`config.mk`:
```
export PLATFORM = sky130hd
export DESIGN_NAME = zt_sram
export DESIGN_NICKNAME = d
export VERILOG_FILES = /design/src/rtl/zt_sram_pkg.sv /design/src/rtl/zt_burst_ctl.sv /design/src/rtl/zt_mem_array.sv /design/src/rtl/zt_sram.sv
export SDC_FILE = /design/constraint.sdc
export NUM_CORES = 1
export LEC_CHECK = 0
export BUFFER_PORTS_ARGS = -buffer_cell sky130_fd_sc_hd__clkbuf_2
export CAP_MARGIN = 40
export CORE_MARGIN = 4
export CORE_UTILIZATION = 65
export CTS_CLUSTER_SIZE = 24
export DETAILED_ROUTE_END_ITERATION = 6
export HOLD_SLACK_MARGIN = 0.02
export PLACE_DENSITY = 0.79
export SYNTH_ARGS = -nofsm -noshare
export SYNTH_HDL_FRONTEND = slang
export SYNTH_HIERARCHICAL = 1
export SYNTH_SLANG_ARGS = --single-unit
export TNS_END_PERCENT = 50
```
`constraint.sdc`:
```
create_clock -name clk -period 7.9 [get_ports clk]
set_clock_uncertainty 0.2 [all_clocks]
set_input_delay 1.975 -clock clk [delete_from_list [all_inputs] [get_ports clk]]
set_output_delay 1.975 -clock clk [all_outputs]
set_load 0.02 [all_outputs]
```
`src/rtl/zt_sram_pkg.sv`:
```
package zt_sram_pkg;

    localparam int ZT_ADDR_W = 6;
    localparam int ZT_LANES  = 2;
    localparam int ZT_LANE_W = 8;

    typedef enum logic [1:0] {
        OP_IDLE  = 2'd0,
        OP_READ  = 2'd1,
        OP_WRITE = 2'd2
    } op_e;

    // Low two address bits of burst beat `cnt` starting from `base`.
    function automatic logic [1:0] burst_lsb(input logic [1:0] base,
                                             input logic [1:0] cnt,
                                             input logic       ileave);
        logic [1:0] r;
        if (ileave) r = base ^ cnt;
        else        r = base + cnt;
        return r;
    endfunction

    function automatic logic chip_selected(input logic c1_n,
                                           input logic c2,
                                           input logic c3_n);
        return (!c1_n) && c2 && (!c3_n);
    endfunction

endpackage

```
`src/rtl/zt_burst_ctl.sv`:
```
module zt_burst_ctl
    import zt_sram_pkg::*;
#(
    parameter int ADDR_W = ZT_ADDR_W
) (
    input  logic              clk,
    input  logic              rst,
    input  logic              en,
    input  logic              adv,
    input  logic              sel,
    input  logic              rw_n,
    input  logic              mode,
    input  logic [ADDR_W-1:0] addr,
    output op_e               cur_op,
    output logic [ADDR_W-1:0] cur_addr
);

    localparam int HI_W = ADDR_W - 2;

    logic [ADDR_W-1:0] base_q;
    logic [1:0]        cnt_q;
    logic [1:0]        cnt_nx;
    op_e               last_q;

    assign cnt_nx = cnt_q + 2'd1;

    always_comb begin
        if (!adv) begin
            cur_addr = addr;
            if (!sel)      cur_op = OP_IDLE;
            else if (rw_n) cur_op = OP_READ;
            else           cur_op = OP_WRITE;
        end else begin
            cur_op   = last_q;
            cur_addr = {base_q[ADDR_W-1 -: HI_W], burst_lsb(base_q[1:0], cnt_nx, mode)};
        end
    end

    always_ff @(posedge clk) begin
        if (rst) begin
            base_q <= '0;
            cnt_q  <= 2'd0;
            last_q <= OP_IDLE;
        end else if (en) begin
            if (!adv) begin
                base_q <= addr;
                cnt_q  <= 2'd0;
                last_q <= cur_op;
            end else begin
                cnt_q  <= cnt_nx;
            end
        end
    end

    // a load restarts the burst count
    a_r1_load_clears: assert property (@(posedge clk) disable iff (rst)
        en && !adv |=> cnt_q == 2'd0);

    // a continuation keeps the operation type
    a_r8_repeat_op: assert property (@(posedge clk) disable iff (rst)
        en && adv |=> last_q == $past(last_q));

    // each continuation moves one beat on
    a_r9_beat_step: assert property (@(posedge clk) disable iff (rst)
        en && adv |=> cnt_q == $past(cnt_q) + 2'd1);

    // a stalled edge freezes the burst state
    a_r2_burst_hold: assert property (@(posedge clk) disable iff (rst)
        !en |=> $stable(cnt_q) && $stable(base_q) && $stable(last_q));

endmodule

```
`src/rtl/zt_mem_array.sv`:
```
module zt_mem_array #(
    parameter int ADDR_W = 6,
    parameter int LANES  = 2,
    parameter int LANE_W = 8
) (
    input  logic                    clk,
    input  logic                    rst,
    input  logic                    en,
    input  logic                    wr_en,
    input  logic [ADDR_W-1:0]       wr_addr,
    input  logic [LANES-1:0]        wr_lane,
    input  logic [LANES*LANE_W-1:0] wr_data,
    input  logic [ADDR_W-1:0]       rd_addr,
    output logic [LANES*LANE_W-1:0] rd_data
);

    localparam int DEPTH  = 1 << ADDR_W;
    localparam int DATA_W = LANES * LANE_W;

    logic [DATA_W-1:0] mem [DEPTH];
    logic              hit;

    assign hit = wr_en && (wr_addr == rd_addr);

    // Per-lane read path: bytes of a write landing in this same edge win.
    for (genvar g = 0; g < LANES; g++) begin : g_lane
        always_comb begin
            if (hit && wr_lane[g])
                rd_data[g*LANE_W +: LANE_W] = wr_data[g*LANE_W +: LANE_W];
            else
                rd_data[g*LANE_W +: LANE_W] = mem[rd_addr][g*LANE_W +: LANE_W];
        end
    end

    always_ff @(posedge clk) begin
        if (en && wr_en) begin
            for (int i = 0; i < LANES; i++) begin
                if (wr_lane[i])
                    mem[wr_addr][i*LANE_W +: LANE_W] <= wr_data[i*LANE_W +: LANE_W];
            end
        end
    end

    // a write with no lane enabled leaves the word alone
    a_r6_abort_keeps: assert property (@(posedge clk) disable iff (rst)
        en && wr_en && (wr_lane == '0) |=> mem[$past(wr_addr)] == $past(mem[wr_addr]));

    // an enabled lane 0 takes the bus byte
    a_r5_lane0_write: assert property (@(posedge clk) disable iff (rst)
        en && wr_en && wr_lane[0] |=>
            mem[$past(wr_addr)][LANE_W-1:0] == $past(wr_data[LANE_W-1:0]));

endmodule

```
`src/rtl/zt_sram.sv`:
```
module zt_sram
    import zt_sram_pkg::*;
#(
    parameter int ADDR_W = ZT_ADDR_W,
    parameter int LANES  = ZT_LANES
) (
    input  logic                  clk,
    input  logic                  rst,
    input  logic                  cke_n,
    input  logic                  ce1_n,
    input  logic                  ce2,
    input  logic                  ce3_n,
    input  logic                  adv,
    input  logic                  rw_n,
    input  logic [LANES-1:0]      bw_n,
    input  logic                  oe_n,
    input  logic                  mode,
    input  logic [ADDR_W-1:0]     addr,
    input  logic [LANES*8-1:0]    dq_in,
    output logic [LANES*8-1:0]    dq_out,
    output logic                  dq_oe
);

    localparam int LANE_W = 8;
    localparam int DATA_W = LANES * LANE_W;

    typedef struct packed {
        op_e               op;
        logic [ADDR_W-1:0] addr;
        logic [LANES-1:0]  lanes;
        logic              drive;
    } stage_t;

    logic              en;
    logic              sel;
    op_e               cur_op;
    logic [ADDR_W-1:0] cur_addr;
    stage_t            cur_s, s1_q, s2_q;
    logic [DATA_W-1:0] rd_word;
    logic [DATA_W-1:0] dout_q;

    assign en  = !cke_n;
    assign sel = chip_selected(ce1_n, ce2, ce3_n);

    zt_burst_ctl #(.ADDR_W(ADDR_W)) u_burst (
        .clk      (clk),
        .rst      (rst),
        .en       (en),
        .adv      (adv),
        .sel      (sel),
        .rw_n     (rw_n),
        .mode     (mode),
        .addr     (addr),
        .cur_op   (cur_op),
        .cur_addr (cur_addr)
    );

    always_comb begin
        cur_s.op    = cur_op;
        cur_s.addr  = cur_addr;
        cur_s.lanes = ~bw_n;
        cur_s.drive = !oe_n;
    end

    always_ff @(posedge clk) begin
        if (rst) begin
            s1_q   <= '{op: OP_IDLE, addr: '0, lanes: '0, drive: 1'b0};
            s2_q   <= '{op: OP_IDLE, addr: '0, lanes: '0, drive: 1'b0};
            dout_q <= '0;
        end else if (en) begin
            s1_q <= cur_s;
            s2_q <= s1_q;
            if (s1_q.op == OP_READ)
                dout_q <= rd_word;
        end
    end

    zt_mem_array #(.ADDR_W(ADDR_W), .LANES(LANES), .LANE_W(LANE_W)) u_mem (
        .clk     (clk),
        .rst     (rst),
        .en      (en),
        .wr_en   (s2_q.op == OP_WRITE),
        .wr_addr (s2_q.addr),
        .wr_lane (s2_q.lanes),
        .wr_data (dq_in),
        .rd_addr (s1_q.addr),
        .rd_data (rd_word)
    );

    assign dq_out = dout_q;
    assign dq_oe  = (s2_q.op == OP_READ) && s2_q.drive;

    // a stalled edge leaves the bus outputs unchanged
    a_r2_out_hold: assert property (@(posedge clk) disable iff (rst)
        !en |=> $stable(dq_out) && $stable(dq_oe));

    // a load with a bad enable combination yields no operation
    a_r3_deselect: assert property (@(posedge clk) disable iff (rst)
        en && !adv && !sel |=> s1_q.op == OP_IDLE);

    // a captured driving read reaches the bus on the next enabled edge
    a_r4_read_slot: assert property (@(posedge clk) disable iff (rst)
        en && s1_q.op == OP_READ && s1_q.drive |=> dq_oe);

    // a dummy read never drives the bus
    a_r7_dummy_quiet: assert property (@(posedge clk) disable iff (rst)
        en && s1_q.op == OP_READ && !s1_q.drive |=> !dq_oe);

endmodule

```
==> impl_summary.md <==
Status
The run finished with clean final reports.

Clocking
Once the clock tree was built, the resizer swapped 0 gates to a different size. TritonCTS created 98 clock buffers. The H-tree generated during clock tree synthesis spans 3 levels. TritonCTS built the clock tree. For this design, the sink count on the clock tree is roughly 1.1k.

The clock reaches the later pin of the worst-skew pair after 0.65 ns. In this run the clock root is driven by a sky130_fd_sc_hd__clkbuf_16. Clock-pin slew was measured on the worst setup and hold paths at ~0.060 ns. Buffers added to address setup during post-CTS repair amount to 0. In this run, post-CTS hold repair placed 0 buffers. The largest buffer count on any clock path is 3.

Timing
The minimum clock period is approximately 4.8 ns. The number of hold violations in the final report is 0. Setup violations remaining at the end of the flow were counted as 0. The final number of max-transition violations was 0.

The worst slack on hold paths is 0.291 ns. The pin slew with the least headroom to its limit is approximately 1 ns. The accumulated negative setup slack is 0 ns.

Setup slack closes at ~3.1 ns. Measured against its own limit, the worst slew margin works out to between 30% and 40%. Of the available clock period, the critical path in the final layout requires between 60% and 70%. Setup repair after global routing left no endpoint under its margin. The maximum clock frequency is 0.209 GHz.

Critical path
The critical path arrival is between 4 and 5 ns. The cell at the slowest stage of the critical path is sky130_fd_sc_hd__nor2_1. Of all nets on the critical path, the largest fanout is 24. The critical path launch point type is a primary input. The setup path with the least slack is of type primary input to register. Walking the worst path, the cells encountered are clkbuf_2 > inv_1 > and3_1 > nand4_1 > nor2_1. The data required time of the critical path is 7.98 ns. The worst setup path is captured at a register. The biggest cell delay along the critical path is 0.79 ns.

Power and ir drop
The total power consumption of the routed design is ~12 mW. The highest ir drop seen on vdd is approximately 150 uV. The leakage power summed over all cells is between 10 and 15 nW. Dividing total power by cell area gives a power density of approximately 250 nW/um2.

Detailed routing
Before antenna repair, the detailed router went through 6 iterations. Using the TritonRoute via totals, the vias-per-cell ratio works out to just over 7. The final wirelength is ~110000 um. The average wire per standard cell is around 34 um. The total number of vias is between 20k and 25k. The DRC marker count from the first detailed-route iteration is ~3.6k.

The residual antenna-violating net count after detailed routing is 0. The number of DRC violations after detailed routing is 0.

Global route
The total congestion overflow after global routing is 0. After global routing, the most crowded layer is met2. For this run, the total global-route usage over all layers was measured as between 30% and 40%. The via count of the first global-routing pass is roughly 22k. The global routing met2 resource utilization is between 40% and 50%. The global routing met3 resource utilization is 6.81%. The first global-routing pass estimated around 160000 um of wire.

Entering global routing, the biggest net connects 120 pins. The global-route track usage on met1 is a little under half. The initial antenna violation count is 2.

Cells and area
The layout cell share with drive strength beyond 1 is a little under a quarter. Counting the fill cells in the layout gives roughly 3.5k. The area growth from synthesis to layout is 10.7%. Once layout is complete, the cells apart from fillers number between 3k and 4k.

The net count of the finished layout is 2252.

Synthesis
After synthesis, the mean cell area works out to approximately 20 um2. The prevailing post-synth register cell is sky130_fd_sc_hd__edfxtp_1. In this run the cell area of the synthesized design comes to between 40000 and 50000 um2. The library cell occupying the most area in the post-synthesis netlist is sky130_fd_sc_hd__edfxtp_1. The share of synthesized area in the top cell type comes to between 70% and 80%. Counting flops with a built-in enable in the synthesized netlist gives a little over 1k. The number of nets handed over by synthesis was 2182. Synthesis instantiated between 50 and 60 different standard cells from the library.

The cell count after synthesis is between 2k and 2.5k. Sequential elements use 75.3% of the synthesized area. After synthesis the netlist holds a flip-flop and latch count of between 1k and 1.5k. For this run, the number of Yosys warnings is 6. By area the synthesized netlist is led by sky130_fd_sc_hd__edfxtp_1 (73%), sky130_fd_sc_hd__mux4_2 (11%), sky130_fd_sc_hd__mux2i_1 (3.5%).

The proportion of synthesized flip-flops having asynchronous set or reset is 0%.

Placement
Summed over all nets, the half-perimeter wirelength after detailed placement is 64300 um. The worst-case setup slack after placement is between 2 and 3 ns. The count of buffers added on input and output ports is 50.

The post-placement cell count is approximately 3k. The congestion estimate from routability-driven global placement came to about 0.90.

Floorplanning
The floorplan die width is ~260 um. Once the floorplan was initialized, standard cells occupied between 60% and 70% of the core. The die covers approximately 69000 um2. The site row count is 93. The core region is 64200 um2. 51 I/O pins were placed. The die boundary height is approximately 260 um.

Run
The max-cap violation count is 0.

Worst hold path
The worst hold-check path type is register to register.
## cell type report
type                    instances  area [um2]  area share, %
diodes                          1        2.50        0.00537
clock buffers                 117        2580           5.55
flip-flops and latches       1072       31700           68.1
clock inverters                60         638           1.37
well taps                     855        1070           2.30
inverters                       5        18.8         0.0403
repair buffers                 99         838           1.80
multi-input cells             941        9730           20.9
## power by group
part           switching [mW]  internal, mW  total, mW
registers              0.0331          6.22       6.26
logic                   0.391         0.239      0.629
clock network            2.03          2.76       4.79
## state kept, by name, indices dropped and copies added, names as in the netlist
| signal | flops |
|---|---|
| dq_out | 16 |
| s1_q | 11 |
| s2_q | 11 |
| u_burst/base_q | 6 |
| u_burst/cnt_q | 2 |
| u_burst/last_q | 2 |
| u_mem/mem | 1024 |
## metal layers
metal  vias up  share of wire [%]
met5         -                  0
met4         0                4.0
met3       264                 13
met2      1855                 48
met1     11241                 36
li1       8845                  -
## placed cells by master (no fill, tap or decap), drive strengths merged, types with 5 or more instances in the layout
master / netlist / layout
edfxtp: 1024 / 1024
o22ai: 16 / 16
clkinv: 0 / 40
nand2: 42 / 42
a22oi: 58 / 58
a21oi: 18 / 18
xor2: 6 / 6
mux4: 212 / 212
inv: 5 / 8
mux2: 38 / 38
dfxtp: 48 / 48
bufinv: 0 / 13
nor2b: 14 / 14
buf: 75 / 49
clkbuf: 54 / 167
o2bb2ai: 16 / 16
nand3: 57 / 57
mux2i: 147 / 147
a31o: 14 / 14
a221oi: 14 / 14
nand2b: 38 / 38
nand3b: 5 / 5
nor3: 14 / 14
o21ai: 7 / 7
nor2: 186 / 186
## metrics by stage
stage          cell area (um2)  utilization [%]
5_1_grt                  46600             72.6
4_1_cts                  46600             72.6
3_5_place_dp             43400             67.5
3_3_place_gp             43100             67.1
6_report                 46600             72.6
2_1_floorplan            42100                -
## path summary, 6_finish.rpt
| check | cells after the start | startpoint | end | slack (ns) |
|---|---|---|---|---|
| max | 5 | cke_n | u_mem/mem[56][14] | 3.13 |
| min | 2 | dq_out[12] | dq_out[12] | 0.29 |
| max reg2reg | 8 | s1_q[5] | dq_out[3] | 3.97 |
| min reg2reg | 2 | dq_out[12] | dq_out[12] | 0.29 |
## cell usage after synthesis, types with 7 or more instances
| library cell | number |
|---|---|
| sky130_fd_sc_hd__dfxtp_1 | 48 |
| sky130_fd_sc_hd__nand2b_1 | 38 |
| sky130_fd_sc_hd__nand3_1 | 57 |
| sky130_fd_sc_hd__o2bb2ai_1 | 16 |
| sky130_fd_sc_hd__mux4_2 | 212 |
| sky130_fd_sc_hd__buf_2 | 46 |
| sky130_fd_sc_hd__clkbuf_1 | 54 |
| sky130_fd_sc_hd__a22oi_1 | 58 |
| sky130_fd_sc_hd__nor3_1 | 14 |
| sky130_fd_sc_hd__buf_1 | 13 |
| sky130_fd_sc_hd__nor2_1 | 185 |
| sky130_fd_sc_hd__mux2i_1 | 147 |
| sky130_fd_sc_hd__edfxtp_1 | 1024 |
| sky130_fd_sc_hd__a221oi_1 | 14 |
| sky130_fd_sc_hd__o21ai_0 | 7 |
| sky130_fd_sc_hd__a21oi_1 | 18 |
| sky130_fd_sc_hd__nor2b_1 | 13 |
| sky130_fd_sc_hd__buf_4 | 9 |
| sky130_fd_sc_hd__mux2_2 | 35 |
| sky130_fd_sc_hd__a31o_2 | 14 |
| sky130_fd_sc_hd__nand2_1 | 42 |
| sky130_fd_sc_hd__o22ai_1 | 16 |
## worst max-delay path, delay by kind of cell
family	cells	cell delay [ns]
and+or+nand+nor	3	1.81
buffers and inverters	2	1.04
## cells by family (layout without fill, tap and decap cells)
logic type               count (synthesis)  in the layout  share of synthesized area [%]
AND/OR/NAND/NOR                        383            383                           4.32
multiplexers                           397            397                           15.9
flip-flops                            1072           1072                           75.3
AO/OA/AOI/OAI                          152            152                           2.67
buffers and inverters                  134            281                           1.56
adder cells (fa/ha/maj)                  1              1                         0.0297
other                                    0              1                              0
XOR/XNOR                                 8              8                          0.199
Power figures use the tool's default switching activity.
